--- src/rtl/bcdt_pkg.sv ---
package bcdt_pkg;
  localparam int NUM_DIGITS = 4;
  localparam int WORD_W     = 4 * NUM_DIGITS;

  typedef logic [WORD_W-1:0] bcd_word_t;

  // True when every nibble of the word is a decimal digit.
  function automatic logic bcd_valid(input bcd_word_t v);
    logic ok;
    ok = 1'b1;
    for (int i = 0; i < NUM_DIGITS; i++) begin
      if (v[4*i +: 4] > 4'd9) ok = 1'b0;
    end
    return ok;
  endfunction

  // True when the word holds the count one (last step before expiry).
  function automatic logic bcd_is_unit(input bcd_word_t v);
    return v == bcd_word_t'(1);
  endfunction
endpackage

--- src/rtl/bcdt_digit_dec.sv ---
module bcdt_digit_dec (
  input  logic [3:0] din,
  input  logic       borrow_in,
  output logic [3:0] dout,
  output logic       borrow_out
);
  always_comb begin
    if (!borrow_in) begin
      dout       = din;
      borrow_out = 1'b0;
    end else if (din == 4'd0) begin
      dout       = 4'd9;
      borrow_out = 1'b1;
    end else begin
      dout       = din - 4'd1;
      borrow_out = 1'b0;
    end
  end
endmodule

--- src/rtl/bcdt_dec_chain.sv ---
module bcdt_dec_chain #(
  parameter int DIGITS = 4
) (
  input  logic [4*DIGITS-1:0] val_in,
  output logic [4*DIGITS-1:0] val_out,
  output logic                wrap_out
);
  logic [DIGITS:0] borrow;

  assign borrow[0] = 1'b1;

  generate
    for (genvar g = 0; g < DIGITS; g++) begin : g_digit
      bcdt_digit_dec u_digit (
        .din        (val_in[4*g +: 4]),
        .borrow_in  (borrow[g]),
        .dout       (val_out[4*g +: 4]),
        .borrow_out (borrow[g+1])
      );
    end
  endgenerate

  // A borrow out of the top digit means the input was all zeros.
  assign wrap_out = borrow[DIGITS];
endmodule

--- src/rtl/bcd_ondelay_timer.sv ---
module bcd_ondelay_timer
  import bcdt_pkg::*;
#(
  parameter int PRESCALE_DIV = 0
) (
  input  logic              clk,
  input  logic              rst_n,
  input  logic              tick_in,
  input  logic              cond_in,
  input  logic [WORD_W-1:0] preset_bcd,
  output logic [WORD_W-1:0] pv_bcd,
  output logic              done,
  output logic              preset_err
);
  // Named internal events, observed by the bound checker.
  logic              tick_w;
  logic              cond_q;
  logic              rise_w;
  logic              step_w;
  logic [WORD_W-1:0] pv_dec;
  logic              pv_zero;
  logic              pv_unit;
  logic              preset_ok;

  generate
    if (PRESCALE_DIV > 1) begin : g_presc
      localparam int CW = $clog2(PRESCALE_DIV);
      logic [CW-1:0] div_cnt;
      logic          div_hit;
      assign div_hit = (div_cnt == CW'(PRESCALE_DIV - 1));
      always_ff @(posedge clk) begin
        if (!rst_n) div_cnt <= '0;
        else if (tick_in) div_cnt <= div_hit ? '0 : div_cnt + CW'(1);
      end
      assign tick_w = tick_in & div_hit;
    end else begin : g_direct
      assign tick_w = tick_in;
    end
  endgenerate

  bcdt_dec_chain #(.DIGITS(NUM_DIGITS)) u_dec (
    .val_in   (pv_bcd),
    .val_out  (pv_dec),
    .wrap_out (pv_zero)
  );

  assign pv_unit   = bcd_is_unit(pv_bcd);
  assign preset_ok = bcd_valid(preset_bcd);
  assign rise_w    = cond_in & ~cond_q;
  assign step_w    = cond_in & cond_q & tick_w & ~preset_err & ~done;

  always_ff @(posedge clk) begin
    if (!rst_n) begin
      cond_q     <= 1'b0;
      pv_bcd     <= '0;
      done       <= 1'b0;
      preset_err <= 1'b0;
    end else begin
      cond_q <= cond_in;
      if (!cond_in) begin
        pv_bcd     <= preset_bcd;
        done       <= 1'b0;
        preset_err <= 1'b0;
      end else if (rise_w) begin
        pv_bcd     <= preset_bcd;
        done       <= 1'b0;
        preset_err <= ~preset_ok;
      end else if (step_w) begin
        if (!pv_zero) pv_bcd <= pv_dec;
        done <= pv_zero | pv_unit;
      end
    end
  end
endmodule

--- config.mk ---
export PLATFORM = sky130hd
export DESIGN_NAME = bcd_ondelay_timer
export DESIGN_NICKNAME = d
export VERILOG_FILES = /design/src/rtl/bcdt_pkg.sv /design/src/rtl/bcdt_digit_dec.sv /design/src/rtl/bcdt_dec_chain.sv /design/src/rtl/bcd_ondelay_timer.sv
export SDC_FILE = /design/constraint.sdc
export NUM_CORES = 1
export LEC_CHECK = 0
export BUFFER_PORTS_ARGS = -buffer_cell sky130_fd_sc_hd__buf_4
export CAP_MARGIN = 20
export CORE_MARGIN = 2
export CORE_UTILIZATION = 45
export CTS_CLUSTER_DIAMETER = 30
export DETAILED_ROUTE_END_ITERATION = 16
export PLACE_DENSITY_LB_ADDON = 0.05
export REMOVE_ABC_BUFFERS = 1
export SETUP_SLACK_MARGIN = 0.02
export SLEW_MARGIN = 20
export SYNTH_ARGS = -nofsm -noshare
export SYNTH_HDL_FRONTEND = slang
export SYNTH_SLANG_ARGS = --single-unit
--- constraint.sdc ---
create_clock -name clk -period 5.4 [get_ports clk]
set_input_delay 1.08 -clock clk [delete_from_list [all_inputs] [get_ports clk]]
set_output_delay 1.08 -clock clk [all_outputs]
set_load 0.02 [all_outputs]
==> tab_implementation.tex <==
\begin{tabular}{lr}
\hline
Metric & Value \\
\hline
\multicolumn{2}{l}{\textbf{Synth}} \\
\quad Synthesis-stage register bit count & 19 \\
\quad Cell area after synthesis & 1060 um2 \\
\quad Async set-reset flop share out of synthesis & 0\% \\
\quad Syn avg cell area & 8.03 um2 \\
\quad Leading post-synthesis cells by cell area & dfxtp\_1 36\%, o21ai\_0 7.6\%, a31oi\_1 4.1\% \\
\quad Most used standard cell by instance count after synthesis & dfxtp\_1 \\
\quad Prevailing post-synth register cell & dfxtp\_1 \\
\quad Sequential share of the synthesized area & 35.9\% \\
\quad Top cell types by occurrence after synthesis & 19 x dfxtp\_1, 16 x o21ai\_0, 7 x a21oi\_1, 7 x a31oi\_1, 7 x nand3\_1 \\
\quad Top cell type's share of synthesized area & 35.9\% \\
\quad Post-synthesis cell type with the largest combined area & dfxtp\_1 \\
\quad Number of flops mapped to enable cells by yosys & 0 \\
\quad Post-Synthesis Cells & 132 \\
\quad Post-synth cell types & 40 \\
\quad Count of synthesis-stage warnings from yosys & 0 \\
\multicolumn{2}{l}{\textbf{Setup path}} \\
\quad Crit path max-delay family & simple AND/OR/NAND/NOR gates \\
\quad Req. time, crit path & 5.64 ns \\
\quad Biggest fanout along the worst timing path & 7 \\
\quad Setup CP Type & in -> reg \\
\quad Crit end category & flip-flop \\
\quad Crit path arrival time & 2.72 ns \\
\quad R2r setup slk & 3.21 ns \\
\quad Maximum cell stage delay along the critical path & 0.54 ns \\
\quad Worst path buffer plus inverter count & 1 \\
\quad Worst-path cell chain & buf\_4, nor4b\_2, nand4\_1, or4b\_1, a31oi\_1 \\
\quad Critical path startpoint category & primary input \\
\quad Library cell contributing the largest single delay on the critical path & nor4b\_2 \\
\multicolumn{2}{l}{\textbf{Finish}} \\
\quad Antenna Cells & 0 \\
\quad Proportion of layout cells with a drive suffix above 1 & 28.0\% \\
\quad Layout overhead on the synthesized area & 30.6\% \\
\quad Final layout net count & 189 \\
\multicolumn{2}{l}{\textbf{Global routing}} \\
\quad Aggregate global routing overflow & 0 \\
\quad Pin count of the biggest net entering global routing & 21 \\
\quad Total track usage & 24.0\% \\
\quad Global-route wire length before repair & 4.88 mm \\
\quad Antenna violations before repair & 0 \\
\quad Vias in the first global route & 1071 \\
\multicolumn{2}{l}{\textbf{Run}} \\
\quad Count of max-cap constraint violations & 0 \\
\multicolumn{2}{l}{\textbf{Die}} \\
\quad Y dimension of the die & 52.5 um \\
\quad Area inside the core boundary & 2210 um2 \\
\quad Rows & 17 \\
\quad Top-Level Pins & 38 \\
\quad Starting density of the core & 47.9\% \\
\quad Die outline width & 52.5 um \\
\quad DIE AREA & 2760 um2 \\
\multicolumn{2}{l}{\textbf{Detailed routing}} \\
\quad Via count & 1215 \\
\quad ANT nets after route & 0 \\
\quad Drt via density & 6.20 \\
\quad Total Wirelength & 2.94 mm \\
\quad Initial detailed-routing violation count & 46 \\
\quad Router iterations before antenna repair & 5 \\
\quad Drc violations & 0 \\
\quad Mean routed wirelength per cell & 15.0 um \\
\multicolumn{2}{l}{\textbf{Clocking}} \\
\quad Number of CTS-inserted buffers & 3 \\
\quad H-tree level count & 1 \\
\quad TritonCTS sink count & 19 \\
\quad Hold\_buf cts & 0 \\
\quad Setup Buffers After CTS & 0 \\
\quad Root Buffer Master & clkbuf\_4 \\
\quad Post-cts sizing count & 0 \\
\quad Bufs on Longest Clock Path & 2 \\
\quad CTS tree & yes \\
\quad Clock insertion delay at the later pin of the skew report & 0.30 ns \\
\quad Clock transition at the registers of the reported paths & 0.12 ns \\
\multicolumn{2}{l}{\textbf{Timing}} \\
\quad Setup total negative slack & 0 ns \\
\quad Final critical-path share of the clock period & 46.0\% \\
\quad Setup violation total in the final timing report & 0 \\
\quad Final number of max-transition violations & 0 \\
\quad Pin slew with the least headroom to its limit & 0.726 ns \\
\quad Final period demand of the worst path & 2.48 ns \\
\quad Setup repair after global routing missed its margin & no \\
\quad Hold violation count in the final report & 0 \\
\quad Headroom to the max-slew limit & 51.2\% \\
\quad Final clock skew & 0.00155 ns \\
\quad FMAX & 403 MHz \\
\quad Setup WS post-layout & 2.92 ns \\
\multicolumn{2}{l}{\textbf{Pwr}} \\
\quad Sequential power share & 50.7\% \\
\quad Sw power & 106 uW \\
\quad Switching share of total power & 33.3\% \\
\quad Clk pwr share & 24.0\% \\
\quad Leakage power summed over all cells & 0.000557 uW \\
\quad Ratio of total power to cell area & 230 nW/um2 \\
\quad Internal power summed over all cells & 213 uW \\
\quad Combinational group share of total power & 25.3\% \\
\quad Worst ir drop on vdd & 0.127 mV \\
\multicolumn{2}{l}{\textbf{Status}} \\
\quad Status & completed \\
\multicolumn{2}{l}{\textbf{Hold path}} \\
\quad Hold WC Path Type & reg -> reg \\
\multicolumn{2}{l}{\textbf{Placement}} \\
\quad Number of port buffers & 37 \\
\quad Post-place setup slack & 2.59 ns \\
\quad RePlAce Congestion & 0.840 \\
\quad DPL Wire Length & 2.14 mm \\
\hline
\end{tabular}
-- placed cells by master (no fill, tap or decap), types with 3 or more instances in the layout --
cell type,n
a21oi_1,7
a31oi_1,7
and3_1,4
buf_4,38
clkbuf_4,3
dfxtp_1,19
inv_1,4
nand2_1,6
nand3_1,7
nand4_1,3
nor2_1,6
nor3_1,6
nor4_1,3
o21ai_0,16
o31ai_1,3
or3_1,6
-- layer usage --
| metal | share of wire [%] | global-route usage, % | wire (um) |
|---|---|---|---|
| met1 | 48 | 32.0 | 1400 |
| met2 | 47 | 38.5 | 1380 |
| met3 | 4.9 | 3.14 | 143 |
| met4 | 0.58 | 10.3 | 17 |
| met5 | 0 | 0 | 0 |
-- flip-flops by register name, summed over array words and instances (netlist names) --
register / flops
pv_bcd: 16
cond_q: 1
done: 1
preset_err: 1
-- worst paths after layout --
check / startpoint / endpoint / cells after the start
max reg2reg: pv_bcd[7] / pv_bcd[14] / 4
max: tick_in / pv_bcd[14] / 5
min: pv_bcd[12] / pv_bcd[12] / 2
min reg2reg: pv_bcd[12] / pv_bcd[12] / 2
-- power by group through the flow --
stage               sequential (uW)  combinational, uW  clock [uW]
floorplan                       173               33.8           0
global placement                164               79.5           0
detailed placement              165               80.1           0
CTS                             162               80.5        78.2
global route                    164               88.7        81.8
finish                          162               80.6        76.5
-- through the flow --
stage               total power (uW)  util, %  hold slack, ns  instances  cell area (um2)
floorplan                        206        -           0.551        126             1040
global placement                 244     61.3           0.529        192             1360
detailed placement               245     61.3           0.532        192             1360
CTS                              320     62.6           0.551        196             1380
global route                     334     62.6           0.582        196             1380
finish                           319     62.6           0.545        196             1380
-- area by class of cell --
cell class              count  area [um2]
clock buffers               3        22.5
clock inverters             1        5.00
fillers                   224         828
inverters                   4        15.0
multi-input cells         103         641
flip-flops and latches     19         380
well taps                  28        35.0
repair buffers             38         285
-- cell families (layout without fill, tap and decap cells) --
family	Yosys count	after routing	synth area share [%]
DFF	19	19	35.9
AOI/OAI and AO/OA	51	51	31.8
buffers and inverters	10	46	3.66
and+or+nand+nor	52	52	28.7
-- worst min-delay path: cells and delay by family, from the launching register on --
kind / cells / cell delay [ns]
AOI/OAI and AO/OA: 1 / 0.07
DFF: 1 / 0.37
and+or+nand+nor: 1 / 0.07
(Power assumes the default switching activity.)
